==> src/rtl/i2cbe_pkg.sv <==
package i2cbe_pkg;

  localparam int unsigned BITS       = 8;
  localparam int unsigned REC_PULSES = 9;
  localparam int unsigned IDX_W      = 6;
  localparam int unsigned REC_SLOTS  = REC_PULSES * 4;
  localparam int unsigned WR_SLOTS   = (BITS + 1) * 4;
  localparam int unsigned RD_SLOTS   = BITS * 3;

  localparam logic [2:0] OP_RECOVER = 3'd0;
  localparam logic [2:0] OP_START   = 3'd1;
  localparam logic [2:0] OP_STOP    = 3'd2;
  localparam logic [2:0] OP_WRITE   = 3'd3;
  localparam logic [2:0] OP_READ    = 3'd4;

  typedef enum logic [1:0] {
    LN_KEEP = 2'd0,
    LN_LOW  = 2'd1,
    LN_REL  = 2'd2
  } line_act_e;

  typedef struct packed {
    line_act_e scl;
    line_act_e sda;
    logic      smp_bit;
    logic      smp_ack;
    logic      last;
  } slot_t;

  localparam slot_t SLOT_IDLE = '{scl: LN_KEEP, sda: LN_KEEP,
                                  smp_bit: 1'b0, smp_ack: 1'b0, last: 1'b0};

  // Four-unit stop condition, shared by STOP and the tail of recovery.
  function automatic slot_t stop_slot(input logic [1:0] ph);
    slot_t s;
    s = SLOT_IDLE;
    case (ph)
      2'd0:    s.scl = LN_LOW;
      2'd1:    s.sda = LN_LOW;
      2'd2:    s.scl = LN_REL;
      default: begin
        s.sda  = LN_REL;
        s.last = 1'b1;
      end
    endcase
    return s;
  endfunction

  // Line actions and sample strobes for unit idx of command op.
  function automatic slot_t slot_decode(input logic [2:0]       op,
                                        input logic [IDX_W-1:0] idx,
                                        input logic [BITS-1:0]  txb,
                                        input logic             ackb);
    slot_t            s;
    logic [IDX_W-1:0] rel;
    logic [IDX_W-1:0] ph3;
    logic [IDX_W-3:0] bitn;
    logic [BITS-1:0]  sh;
    s    = SLOT_IDLE;
    rel  = '0;
    ph3  = '0;
    bitn = idx[IDX_W-1:2];
    sh   = txb << bitn;
    case (op)
      OP_RECOVER: begin
        if (idx < IDX_W'(REC_SLOTS)) begin
          s.sda = LN_REL;
          s.scl = idx[1] ? LN_REL : LN_LOW;
        end else begin
          rel = idx - IDX_W'(REC_SLOTS);
          s   = stop_slot(rel[1:0]);
        end
      end
      OP_START: begin
        case (idx[1:0])
          2'd1: s.sda = LN_REL;
          2'd2: s.scl = LN_REL;
          2'd3: begin
            s.sda  = LN_LOW;
            s.last = 1'b1;
          end
          default: ;
        endcase
      end
      OP_STOP: s = stop_slot(idx[1:0]);
      OP_WRITE: begin
        if (idx == IDX_W'(WR_SLOTS)) begin
          s.scl  = LN_LOW;
          s.last = 1'b1;
        end else begin
          case (idx[1:0])
            2'd0: s.scl = LN_LOW;
            2'd1: s.sda = (bitn < (IDX_W-2)'(BITS) && !sh[BITS-1]) ? LN_LOW : LN_REL;
            2'd2: s.scl = LN_REL;
            default: s.smp_ack = (bitn == (IDX_W-2)'(BITS));
          endcase
        end
      end
      OP_READ: begin
        if (idx < IDX_W'(RD_SLOTS)) begin
          ph3 = idx % IDX_W'(3);
          case (ph3)
            IDX_W'(0): begin
              s.scl = LN_LOW;
              s.sda = LN_REL;
            end
            IDX_W'(1): begin
              s.scl     = LN_REL;
              s.smp_bit = 1'b1;
            end
            default: ;
          endcase
        end else begin
          rel = idx - IDX_W'(RD_SLOTS);
          case (rel[2:0])
            3'd0: s.scl = LN_LOW;
            3'd1: s.sda = ackb ? LN_REL : LN_LOW;
            3'd2: s.scl = LN_REL;
            3'd4: begin
              s.scl  = LN_LOW;
              s.last = 1'b1;
            end
            default: ;
          endcase
        end
      end
      default: s.last = 1'b1;
    endcase
    return s;
  endfunction

endpackage

==> src/rtl/i2cbe_tick.sv <==
module i2cbe_tick #(
  parameter int unsigned DIV_W = 16
) (
  input  logic             clk,
  input  logic             rst,
  input  logic             load,
  input  logic             run,
  input  logic [DIV_W-1:0] div,
  output logic             tick
);

  logic [DIV_W-1:0] span;
  logic [DIV_W-1:0] reload_q;
  logic [DIV_W-1:0] cnt_q;

  // A zero divider behaves as one clock per unit.
  assign span = (div == '0) ? '0 : div - DIV_W'(1);
  assign tick = run && !load && (cnt_q == '0);

  always_ff @(posedge clk) begin
    if (rst) begin
      reload_q <= '0;
      cnt_q    <= '0;
    end else if (load) begin
      reload_q <= span;
      cnt_q    <= span;
    end else if (run) begin
      if (cnt_q == '0) cnt_q <= reload_q;
      else             cnt_q <= cnt_q - DIV_W'(1);
    end
  end

endmodule

==> src/rtl/i2cbe_lines.sv <==
module i2cbe_lines
  import i2cbe_pkg::*;
(
  input  logic  clk,
  input  logic  rst,
  input  logic  apply,
  input  slot_t act,
  output logic  scl_oe,
  output logic  sda_oe
);

  always_ff @(posedge clk) begin
    if (rst) begin
      scl_oe <= 1'b0;
      sda_oe <= 1'b0;
    end else if (apply) begin
      case (act.scl)
        LN_LOW:  scl_oe <= 1'b1;
        LN_REL:  scl_oe <= 1'b0;
        default: ;
      endcase
      case (act.sda)
        LN_LOW:  sda_oe <= 1'b1;
        LN_REL:  sda_oe <= 1'b0;
        default: ;
      endcase
    end
  end

endmodule

==> src/rtl/i2cbe_capture.sv <==
module i2cbe_capture #(
  parameter int unsigned W = 8
) (
  input  logic         clk,
  input  logic         rst,
  input  logic         clr_ack,
  input  logic         smp_bit,
  input  logic         smp_ack,
  input  logic         sda_in,
  output logic [W-1:0] rx_byte,
  output logic         ack_seen
);

  always_ff @(posedge clk) begin
    if (rst) begin
      rx_byte  <= '0;
      ack_seen <= 1'b0;
    end else begin
      if (smp_bit) rx_byte <= {rx_byte[W-2:0], sda_in};
      if (clr_ack)      ack_seen <= 1'b0;
      else if (smp_ack) ack_seen <= sda_in;
    end
  end

endmodule

==> src/rtl/i2c_bit_engine.sv <==
module i2c_bit_engine
  import i2cbe_pkg::*;
#(
  parameter int unsigned DIV_W = 16
) (
  input  logic             clk,
  input  logic             rst,
  input  logic [DIV_W-1:0] div_val,
  input  logic             cmd_valid,
  output logic             cmd_ready,
  input  logic [2:0]       cmd_code,
  input  logic [BITS-1:0]  cmd_txbyte,
  input  logic             cmd_ackbit,
  output logic             busy,
  output logic             done,
  output logic [BITS-1:0]  rx_byte,
  output logic             ack_seen,
  output logic             scl_oe,
  output logic             sda_oe,
  input  logic             sda_in
);

  logic             busy_q;
  logic             done_q;
  logic [2:0]       cmd_q;
  logic [BITS-1:0]  tx_q;
  logic             ackb_q;
  logic [IDX_W-1:0] idx_q;

  logic  accept;
  logic  tick;
  logic  apply;
  slot_t cur;
  slot_t first;
  slot_t nxt;
  slot_t act;

  assign accept    = cmd_valid && !busy_q;
  assign cmd_ready = !busy_q;
  assign busy      = busy_q;
  assign done      = done_q;

  always_comb begin
    cur   = slot_decode(cmd_q, idx_q, tx_q, ackb_q);
    nxt   = slot_decode(cmd_q, idx_q + IDX_W'(1), tx_q, ackb_q);
    first = slot_decode(cmd_code, '0, cmd_txbyte, cmd_ackbit);
    act   = accept ? first : nxt;
    apply = accept || (tick && !cur.last);
  end

  always_ff @(posedge clk) begin
    if (rst) begin
      busy_q <= 1'b0;
      done_q <= 1'b0;
      cmd_q  <= '0;
      tx_q   <= '0;
      ackb_q <= 1'b0;
      idx_q  <= '0;
    end else begin
      done_q <= 1'b0;
      if (accept) begin
        busy_q <= 1'b1;
        cmd_q  <= cmd_code;
        tx_q   <= cmd_txbyte;
        ackb_q <= cmd_ackbit;
        idx_q  <= '0;
      end else if (tick) begin
        if (cur.last) begin
          busy_q <= 1'b0;
          done_q <= 1'b1;
        end else begin
          idx_q <= idx_q + IDX_W'(1);
        end
      end
    end
  end

  i2cbe_tick #(.DIV_W(DIV_W)) u_tick (
    .clk  (clk),
    .rst  (rst),
    .load (accept),
    .run  (busy_q),
    .div  (div_val),
    .tick (tick)
  );

  i2cbe_lines u_lines (
    .clk    (clk),
    .rst    (rst),
    .apply  (apply),
    .act    (act),
    .scl_oe (scl_oe),
    .sda_oe (sda_oe)
  );

  i2cbe_capture #(.W(BITS)) u_cap (
    .clk      (clk),
    .rst      (rst),
    .clr_ack  (accept),
    .smp_bit  (tick && cur.smp_bit),
    .smp_ack  (tick && cur.smp_ack),
    .sda_in   (sda_in),
    .rx_byte  (rx_byte),
    .ack_seen (ack_seen)
  );

endmodule

==> config.mk <==
export PLATFORM = sky130hd
export DESIGN_NAME = i2c_bit_engine
export DESIGN_NICKNAME = d
export VERILOG_FILES = /design/src/rtl/i2cbe_pkg.sv /design/src/rtl/i2cbe_tick.sv /design/src/rtl/i2cbe_lines.sv /design/src/rtl/i2cbe_capture.sv /design/src/rtl/i2c_bit_engine.sv
export SDC_FILE = /design/constraint.sdc
export NUM_CORES = 1
export LEC_CHECK = 0
export BUFFER_PORTS_ARGS = -buffer_cell sky130_fd_sc_hd__buf_2
export CAP_MARGIN = 20
export CORE_MARGIN = 3
export CORE_UTILIZATION = 45
export CTS_CLUSTER_DIAMETER = 200
export DETAILED_ROUTE_END_ITERATION = 8
export MAX_ROUTING_LAYER = met4
export PLACE_DENSITY = 0.65
export SYNTH_ARGS = -nofsm -noshare
export SYNTH_HDL_FRONTEND = slang
export SYNTH_HIERARCHICAL = 1
export SYNTH_SLANG_ARGS = --single-unit
==> constraint.sdc <==
create_clock -name clk -period 4.3 [get_ports clk]
set_clock_uncertainty 0.1 [all_clocks]
set_input_delay 0.86 -clock clk [delete_from_list [all_inputs] [get_ports clk]]
set_output_delay 0.86 -clock clk [all_outputs]
set_load 0.02 [all_outputs]
==> metrics.md, run 1 <==
| Metric | Value |
|---|---|
| Status | finished, violations left |
| Failing checks | setup timing |
| Worst Slack Setup Final | -0.03457 ns |
| IO Pins | 46 |
| WHS | 0.3613 ns |
| RSZ-0062 raised after global routing | yes |
| Number of port buffers | 45 |
| Initial DRC count | 420 |
| Post-layout nets | 858 |
| Worst VDD drop | 0.2985 mV |
| First-pass GRT wire length | 27430 um |
| Max Fclk | 230.7 MHz |
| GP Congestion | 0.9621 |
| Final min period | 4.335 ns |
| Setup violators final | 2 |
| Pleak | 0.002652 uW |
| Max-slew headroom at the worst pin | 0.4818 |
| Hpwl dp | 12290 um |
| Ant diodes | 0 |
| GRT Total Usage | 0.2596 |
| Initial antenna violation count | 0 |
| Remaining Overflow, GRT | 0 |
| Die area | 0.01352 mm2 |
| Setup crit start kind | flop |
| CTS HTree Levels | 3 |
| Via/cell ratio | 6.173 |
| Worst path arrival time | 4.42 ns |
| CP required | 4.38 ns |
| Row cnt | 39 |
| RR Startpoint | idx_q[1]$_SDFFE_PP0P_ |
| Vias | 5908 |
| Syn Inst Count | 722 |
| Clock Tree Buf Depth | 2 |
| Syn Area/Cell | 7.580 um2 |
| Final period util | 1.008 |
| Worst-Margin Slew | 0.7773 ns |
| Power per cell area | 266.0 mW/mm2 |
| Root Buffer | clkbuf_16 |
| Maxcap violations | 0 |
| Yosys warns | 6 |
| R2R setup slack | -0.03 ns |
| Synth Net Count | 771 |
| Fin. max-slew vios | 0 |
| Routed length per instance | 17.58 um |
| Synth Cell Area | 0.005473 mm2 |
| Antenna-violating nets left | 0 |
| Die Ht | 116.3 um |
| Chip Width | 116.3 um |
| CORE AREA | 0.01166 mm2 |
| Number of global-route vias before repair | 5427 |
| Worst-skew pair later-pin latency | 0.33 ns |
| Reg-to-reg endpoint | u_lines/scl_oe$_SDFFE_PP0P_ |
| Clk sinks | 63 |
| Hold Path Depth | 2 |
| Cells on worst reg2reg path | 21 |
| Total CTS buffers | 9 |
| Post-route DRC | 0 |
| Hold endpoint | tx_q[5]$_SDFFE_PP0P_ |
| Initial core utilization | 0.4693 |
| Fin. Hold Viols | 0 |
| Setup TNS | -0.05714 ns |
| Area growth, synth to finish | 23.75% |
| Hold Path Class | reg -> reg |
| Hold Crit Start | tx_q[5]$_SDFFE_PP0P_ |
| First-pass iteration count of the detailed router | 7 |
| CTS tree | done |
| Final wirelength | 16820 um |
| Worst Path Max Fanout | 7 |
| Hold Buf Count CTS | 0 |
| Clk pin slew, worst setup/hold paths | 0.06 ns |
| Critical path type | reg -> reg |
| Crit. End Element | flop |
| Largest net degree at the start of global routing | 40 |
| Layout cells sized above 1 | 0.2617 |
layout make-up:
class                   instances  area, um2
well taps                     143      178.9
repair buffers                129      883.3
multi-input cells             577       4013
fillers                      1052       4890
clock inverters                 5      81.33
flip-flops and latches         63       1265
inverters                      29      108.9
clock buffers                  11      242.7
metrics by stage:
stage	util	instance area [um2]	power, uW	worst slack (ns)	std cells
2_1_floorplan	-	5507	931.8	0.02271	722
3_3_place_gp	0.5302	6183	1010	-0.1502	932
3_5_place_dp	0.5302	6183	1019	-0.3598	932
4_1_cts	0.5685	6630	1807	-0.1067	952
5_1_grt	0.5807	6773	1888	-0.2428	957
6_report	0.5807	6773	1801	-0.03457	957
worst max-delay path: stages, from the launching register on:
cell	delay, ns
dfxtp_2	0.35
ha_4	0.22
nor3b_4	0.25
a211oi_2	0.08
a311oi_2	0.26
a31o_2	0.20
ha_4	0.18
buf_4	0.14
nand4bb_1	0.12
a21oi_1	0.09
a31oi_2	0.18
nor3_2	0.07
or3b_4	0.40
buf_6	0.14
buf_4	0.13
a2111oi_4	0.36
o2111ai_2	0.20
nand3_1	0.12
inv_1	0.05
ha_1	0.28
and3b_1	0.23
a211oi_2	0.04
state kept, by name, summed over array words and instances, names as in the netlist:
name             count
u_cap/rx_byte        8
u_lines/sda_oe       1
done                 1
cmd_q                3
u_lines/scl_oe       1
u_cap/ack_seen       1
u_tick/reload_q     16
busy                 1
tx_q                 8
idx_q                6
u_tick/cnt_q        16
ackb_q               1
what timing repair did:
item / in CTS / in global routing
pin swaps: 21 / 8
gates resized for setup: 19 / 19
setup endpoints to repair: 2 / 8
setup buffers: 4 / 5
cells in the final DEF, fill, tap and decap left out, types with 6 or more instances in the layout:
master / count
nor4_1: 7
nor3_1: 23
a211oi_1: 8
a22oi_1: 10
mux2i_1: 18
nor2_1: 53
a211oi_2: 6
nand2b_1: 8
buf_2: 45
and2_1: 7
nand4_1: 9
buf_4: 79
and3_1: 6
o21ai_0: 22
a21oi_1: 54
dfxtp_1: 60
o22ai_1: 11
nand2_1: 97
xor2_1: 10
o211ai_1: 10
xnor2_1: 19
inv_1: 26
ha_1: 14
nor2b_1: 9
clkbuf_16: 9
nand3_1: 19
a31oi_1: 9
worst max-delay path by stage:
stage,start,end,slack [ns],cells past startpoint
finish,idx_q[1]$_SDFFE_PP0P_,u_lines/scl_oe$_SDFFE_PP0P_,-0.03,21
detailed placement,idx_q[0]$_SDFFE_PP0P_,u_lines/scl_oe$_SDFFE_PP0P_,-0.36,19
floorplan,idx_q[0]$_SDFFE_PP0P_,u_lines/scl_oe$_SDFFE_PP0P_,0.02,20
global placement,idx_q[5]$_SDFFE_PP0P_,u_lines/scl_oe$_SDFFE_PP0P_,-0.15,18
global route,idx_q[1]$_SDFFE_PP0P_,u_lines/scl_oe$_SDFFE_PP0P_,-0.24,22
CTS,idx_q[1]$_SDFFE_PP0P_,u_lines/scl_oe$_SDFFE_PP0P_,-0.11,19
where the power goes:
part	internal, uW	switching (uW)	leakage (uW)
sequential	621	49.1	0.000517
clock	523	258	0.000156
combinational	153	198	0.00198
total	1300	505	0.00265
layer usage:
layer,global-route usage,up-vias,part of all wire
met5,-,-,0
met4,0.08817,0,0.023
li1,-,2847,-
met3,0.04145,34,0.059
met2,0.4001,223,0.46
met1,0.3463,2804,0.46
(Power assumes the default switching activity.)
==> run 2, diff against run 1 <==
GPL_ROUTABILITY_DRIVEN = 0   (was default)
SETUP_SLACK_MARGIN = 0.1   (was default)
SLEW_MARGIN = 20   (was default)
==> run 2 against run 1 <==
Compared with the run above: the flow still finishes with violations (setup timing); sequential cell count did not move; global-route usage fell by 0.65 points; register-to-register slack got worse by 0.04 ns; setup slack got worse by 0.039 ns; sequential power barely moved; final cell count fell by 0.84%; critical path type unchanged; largest power group is now sequential cells.
==> metrics.md, run 2 (synthesis gave the netlist of run 1 again) <==
| Metric | Value |
|---|---|
| Status | finished, violations left |
| Failing checks | setup timing |
| Switching share of power | 0.2946 (+0.01451) |
| P_sw | 498.2 uW (-1.3%) |
| Pleak | 0.002590 uW (-2.3%) |
| Initial core utilization | 0.4693 (unchanged) |
| Via/cell ratio | 6.208 (+0.55%) |
| Worst-Margin Slew | 0.7787 ns (+0.001316 ns) |
| Most common cell after layout, fill and taps aside | nand2_1 |
| Worst-skew pair later-pin latency | 0.32 ns (about the same) |
| Worst path most repeated cell | ha_4 |
| Post-layout nets | 850 (-0.93%) |
| Ant diodes | 0 (unchanged) |
| First-pass GRT wire length | 27210 um (-0.81%) |
| Clk pin slew, worst setup/hold paths | 0.05 ns (about the same) |
| Dpl cells | 922 (-1.1%) |
| Worst path arrival time | 4.52 ns (+0.10 ns) |
| Power per cell area | 253.2 mW/mm2 (-4.8%) |
| Initial antenna violation count | 0 (unchanged) |
| Setup violators final | 2 (unchanged) |
| Family with the most delay on the worst path | compound AO/OA/AOI/OAI gates |
| Critical path type | reg -> reg |
| Maxcap violations | 0 (unchanged) |
| CP max-delay cell | or3b_4 |
| Crit-path cells | ha_4, buf_6, and2_4, a21oi_2, o211ai_1, a31o_2, ha_4, buf_6, nand2_1, o221ai_2, a31oi_2, nor3_2, or3b_4, o311a_4, a2111oi_4, o2111ai_2, nand3_1, inv_2, ha_4, and3b_1, a211oi_2 |
| Number of global-route vias before repair | 5518 (+1.7%) |
| Worst Slack Setup Final | -0.07351 ns (-0.03894 ns) |
| Final period util | 1.017 (+0.009057) |
| Fin. Hold Viols | 0 (unchanged) |
| Remaining Overflow, GRT | 0 (unchanged) |
| Sequential cell area | 0.001270 mm2 (+0.40%) |
| Final min period | 4.374 ns (+0.03894 ns) |
| Final wirelength | 16670 um (-0.88%) |
| Hpwl dp | 12080 um (-1.7%) |
| Setup TNS | -0.09138 ns (-0.03424 ns) |
| Number of port buffers | 45 (unchanged) |
| Placement Cell Area | 0.006101 mm2 (-1.3%) |
| Seq pwr share | 0.395 (+0.023) |
| Largest stage delay, worst path | 0.43 ns (+0.03 ns) |
| Post-route DRC | 0 (unchanged) |
| Hold Path Class | reg -> reg |
| Crit. End Element | flop |
| Max-slew headroom at the worst pin | 0.4809 (-0.0008770) |
| CTS HTree Levels | 3 (unchanged) |
| First-pass iteration count of the detailed router | 6 (-1) |
| Die area | 0.01352 mm2 (unchanged) |
| Worst path bufs/invs | 3 (-1) |
| Worst Path Max Fanout | 6 (-1) |
| CP required | 4.45 ns (+0.07 ns) |
| Routed length per instance | 17.57 um (about the same) |
| Logic pwr share | 0.211 (+0.016) |
| RSZ-0062 raised after global routing | yes |
| Vias | 5891 (-0.29%) |
| Top Registers | u_tick/cnt_q (16), u_tick/reload_q (16) |
| Root Buffer | clkbuf_16 |
| CORE AREA | 0.01166 mm2 (unchanged) |
| CP startpoint | idx_q[0]$_SDFFE_PP0P_ |
| Internal power | 1193 uW (-8.0%) |
| Area growth, synth to finish | 22.02% |
| Largest net degree at the start of global routing | 37 (-7.5%) |
| Hold Crit Start | u_tick/reload_q[15]$_SDFFE_PP0P_ |
| Clock Tree Buf Depth | 2 (unchanged) |
| Multi-input logic area | 0.004011 mm2 (about the same) |
| Clk pwr share | 0.394 (-0.039) |
| CTS tree | done |
| RR Startpoint | idx_q[0]$_SDFFE_PP0P_ |
| Setup crit start kind | flop |
| Hold Buf Count CTS | 0 (unchanged) |
| Non-Filler Instances | 949 (-0.84%) |
| Final instance area | 0.006678 mm2 (-1.4%) |
| Max Fclk | 228.6 MHz (-0.89%) |
| Most frequent cells in the layout | 98 x nand2_1, 69 x buf_4, 60 x dfxtp_1 |
| R2R setup slack | -0.07 ns (-0.04 ns) |
| Worst VDD drop | 0.4325 mV (+45%) |
| IO Pins | 46 (unchanged) |
| DP Worst Slack | -0.1709 ns (+0.1889 ns) |
| Chip Width | 116.3 um (unchanged) |
| Die Ht | 116.3 um (unchanged) |
| Fillers | 1019 (-3.1%) |
| Initial DRC count | 643 (+53%) |
| Clk sinks | 63 (unchanged) |
| Antenna-violating nets left | 0 (unchanged) |
| Row cnt | 39 (unchanged) |
| Total CTS buffers | 9 (unchanged) |
| Fin. max-slew vios | 0 (unchanged) |
| Layout cells sized above 1 | 0.2568 (-0.004847) |
| GRT Total Usage | 0.2531 (-0.006493) |
## run 2: cell count changes in the layout (fill, tap and decap cells not counted), sizes merged
cell and delta:
buf -8, bufinv -2, clkbuf +2
## run 2: per-layer routing
| metal | track usage | wire (um) | vias up |
|---|---|---|---|
| met2 | 0.3722 | 7329 | 280 |
| met1 | 0.3527 | 7670 | 2753 |
| met3 | 0.04560 | 1361 | 35 |
| li1 | - | - | 2823 |
| met5 | - | 0 | - |
| met4 | 0.07811 | 312 | 0 |
## run 2: area by class of cell
type,count,area share
Multi-Input combinational cell,577,0.6007
Sequential cell,63,0.1902
Timing Repair Buffer,121,0.1244
Clock buffer,13,0.03897
Tap cell,143,0.02679
Inverter,29,0.01630
Clock inverter,3,0.002623
## run 2: tightest hold or removal path: stages, from the launching register on
cell     delay [ns]
dfxtp_1        0.30
nand2_1        0.05
a21oi_1        0.05
## run 2: what timing repair did
action,in CTS,in global routing
gates resized for setup,16,29
buffers inserted,3,8
pin swaps,17,19
setup endpoints to repair,2,10
## run 2: worst paths after layout
| kind | end | cells past startpoint |
|---|---|---|
| setup / recovery | u_lines/scl_oe$_SDFFE_PP0P_ | 21 |
| hold / removal | u_tick/reload_q[15]$_SDFFE_PP0P_ | 2 |
| setup reg to reg | u_lines/scl_oe$_SDFFE_PP0P_ | 21 |
| hold reg to reg | u_tick/reload_q[15]$_SDFFE_PP0P_ | 2 |
## run 2: power by group through the flow
stage,sequential [uW],clock (uW),combinational [uW]
floorplan,664,0,267
global placement,677,0,332
detailed placement,679,0,341
CTS,667,677,346
global route,673,708,395
finish,668,666,357
## run 2: through the flow
step                hold slack (ns)  power, uW    util
detailed placement           0.3485       1020  0.5231
finish                       0.3550       1691  0.5726
global route                 0.3744       1776  0.5726
global placement             0.3463       1009  0.5231
floorplan                    0.3305      931.3       -
CTS                          0.3557       1690  0.5553
==> run 3, diff against run 2 <==
SETUP_SLACK_MARGIN = default   (was 0.1)
==> run 3 against run 2 <==
Compared with the run above: the flow still finishes with violations (setup timing); cell area grew 0.19%; core utilization grew 0.11 points; maximum frequency grew 0.53%; final cell count shrank 0.42%; combinational power is essentially flat; setup slack gained 0.023 ns; critical path type unchanged.
==> metrics.md, run 3 (synthesis gave the netlist of run 1 again) <==
| Metric | Value |
|---|---|
| Die area | 0.01352 mm2 (unchanged) |
| Die Ht | 116.3 um (unchanged) |
| Status | finished, violations left |
| Via/cell ratio | 6.156 (-0.84%) |
| Most common cell after layout, fill and taps aside | nand2_1 |
| Number of global-route vias before repair | 5540 (+0.40%) |
| GRT Total Usage | 0.2565 (+0.003390) |
| WHS | 0.3567 ns (+0.001727 ns) |
| Switching share of power | 0.3010 (+0.006313) |
| Crit-path cells | ha_4, xnor2_4, o32a_1, o211ai_1, a31o_2, ha_4, nor2b_4, buf_4, buf_4, a32o_1, or3b_4, o311a_4, a2111oi_4, buf_4, nand2_2, o21ai_2, ha_4, nand2b_4, a211oi_2 |
| Routed length per instance | 17.36 um (-1.2%) |
| Total CTS buffers | 9 (unchanged) |
| Clk pin slew, worst setup/hold paths | 0.05 ns (about the same) |
| Remaining Overflow, GRT | 0 (unchanged) |
| Logic pwr share | 0.214 (+0.003) |
| Pleak | 0.002587 uW (-0.13%) |
| Row cnt | 39 (unchanged) |
| Layout cells sized above 1 | 0.2581 (+0.001281) |
| Maxcap violations | 0 (unchanged) |
| CORE AREA | 0.01166 mm2 (unchanged) |
| Setup violators final | 2 (unchanged) |
| Worst Path Max Fanout | 7 (+1) |
| Largest stage delay, worst path | 0.41 ns (-0.02 ns) |
| Fillers | 1064 (+4.4%) |
| Worst path arrival time | 4.50 ns (-0.02 ns) |
| Seq pwr share | 0.402 (+0.007) |
| CTS tree | done |
| Clk sinks | 63 (unchanged) |
| Power per cell area | 248.5 mW/mm2 (-1.9%) |
| Initial antenna violation count | 0 (unchanged) |
| Initial core utilization | 0.4693 (unchanged) |
| Area growth, synth to finish | 22.25% |
| Most frequent cells in the layout | 95 x nand2_1, 67 x buf_4, 59 x dfxtp_1 |
| CTS HTree Levels | 3 (unchanged) |
| Final wirelength | 16410 um (-1.6%) |
| Final min period | 4.350 ns (-0.02306 ns) |
| Max Fclk | 229.9 MHz (+0.53%) |
| Max-slew headroom at the worst pin | 0.4752 (-0.005647) |
| Post-route DRC | 0 (unchanged) |
| IO Pins | 46 (unchanged) |
| Vias | 5817 (-1.3%) |
| Antenna-violating nets left | 0 (unchanged) |
| P_sw | 500.3 uW (+0.41%) |
| Critical path type | reg -> reg |
| Hpwl dp | 11860 um (-1.9%) |
| DP Worst Slack | -0.2803 ns (-0.1094 ns) |
| Top Registers | u_tick/cnt_q (16), u_tick/reload_q (16) |
| Worst Slack Setup Final | -0.05046 ns (+0.02306 ns) |
| Crit. End Element | flop |
| Most Crowded Layer GR | met2 |
| Worst VDD drop | 0.2362 mV (-45%) |
| Fin. Hold Viols | 0 (unchanged) |
| Failing checks | setup timing |
| CP max-delay cell | or3b_4 |
| Design Power | 1662 uW (-1.7%) |
| Clock Tree Buf Depth | 2 (unchanged) |
| Final period util | 1.012 (-0.005362) |
| Post-layout nets | 846 (-0.47%) |
| RSZ-0062 raised after global routing | yes |
| Dpl cells | 923 (+0.11%) |
| Ant diodes | 0 (unchanged) |
| Family with the most delay on the worst path | compound AO/OA/AOI/OAI gates |
| Hold Path Class | reg -> reg |
| M1 GR Usage | 0.3478 (-0.004849) |
| Non-Filler Instances | 945 (-0.42%) |
| Final Util | 0.5737 (+0.001073) |
| Setup crit start kind | flop |
| CP required | 4.45 ns (about the same) |
| GRT met2 Usage | 0.3936 (+0.02136) |
| Worst-skew pair later-pin latency | 0.33 ns (about the same) |
| Worst path bufs/invs | 3 (unchanged) |
| First-pass iteration count of the detailed router | 5 (-1) |
| Internal power | 1162 uW (-2.6%) |
| Worst-Margin Slew | 0.7871 ns (+0.008470 ns) |
| First-pass GRT wire length | 27370 um (+0.58%) |
| Root Buffer | clkbuf_16 |
| Number of port buffers | 45 (unchanged) |
| Clk pwr share | 0.384 (-0.010) |
| Chip Width | 116.3 um (unchanged) |
| Largest net degree at the start of global routing | 33 (-11%) |
| Initial DRC count | 641 (-0.31%) |
| Met3 Track Usage GR | 0.03575 (-0.009845) |
| Fin. max-slew vios | 0 (unchanged) |
-- run 3: worst paths after layout --
path                                  to                  start  slack, ns  cells after the start
min                 tx_q[3]$_SDFFE_PP0P_   tx_q[3]$_SDFFE_PP0P_       0.36                      2
max reg2reg  u_lines/scl_oe$_SDFFE_PP0P_  idx_q[0]$_SDFFE_PP0P_      -0.05                     19
min reg2reg         tx_q[3]$_SDFFE_PP0P_   tx_q[3]$_SDFFE_PP0P_       0.36                      2
max          u_lines/scl_oe$_SDFFE_PP0P_  idx_q[0]$_SDFFE_PP0P_      -0.05                     19
-- run 3: final cells by class --
| cell class | instances | area, um2 | share of cell area |
|---|---|---|---|
| Inverter | 29 | 108.9 | 0.01627 |
| Multi-Input combinational cell | 577 | 4090 | 0.6114 |
| Tap cell | 143 | 178.9 | 0.02674 |
| Timing Repair Buffer | 117 | 784.5 | 0.1173 |
| Clock inverter | 4 | 22.52 | 0.003366 |
| Sequential cell | 63 | 1269 | 0.1896 |
| Clock buffer | 12 | 236.5 | 0.03535 |
-- run 3: per-layer routing --
layer / share of wire / vias to the layer above / routed length (um)
li1: - / 2816 / -
met1: 0.45 / 2697 / 7350
met2: 0.45 / 263 / 7445
met3: 0.073 / 41 / 1197
met4: 0.025 / 0 / 414
met5: 0 / - / 0
-- run 3: worst min-delay path, stage by stage, from the launching register on --
cell     delay, ns
dfxtp_1       0.31
nand2_1       0.05
a21oi_1       0.05
-- run 3: per-stage QoR --
| stage | cell area [um2] | setup TNS [ns] |
|---|---|---|
| 2_1_floorplan | 5507 | 0 |
| 3_3_place_gp | 6103 | -0.1463 |
| 3_5_place_dp | 6103 | -0.5531 |
| 4_1_cts | 6576 | -0.07888 |
| 5_1_grt | 6690 | -0.4620 |
| 6_report | 6690 | -0.05786 |
-- run 3: what timing repair did --
item | in CTS | in global routing
pin swaps | 23 | 7
setup endpoints to repair | 2 | 2
hold endpoints to repair | 0 | 0
buffers inserted | 4 | 2
hold buffers | 0 | 0
cloned | 0 | 0
resized for setup | 37 | 16
-- run 3: power groups by stage --
| stage | Combinational [uW] | Sequential [uW] | Clock, uW |
|---|---|---|---|
| 2_1_floorplan | 267 | 665 | 0 |
| 3_5_place_dp | 340 | 679 | 0 |
| 3_3_place_gp | 332 | 678 | 0 |
| 4_1_cts | 351 | 668 | 649 |
| 6_report | 356 | 669 | 638 |
| 5_1_grt | 394 | 675 | 676 |
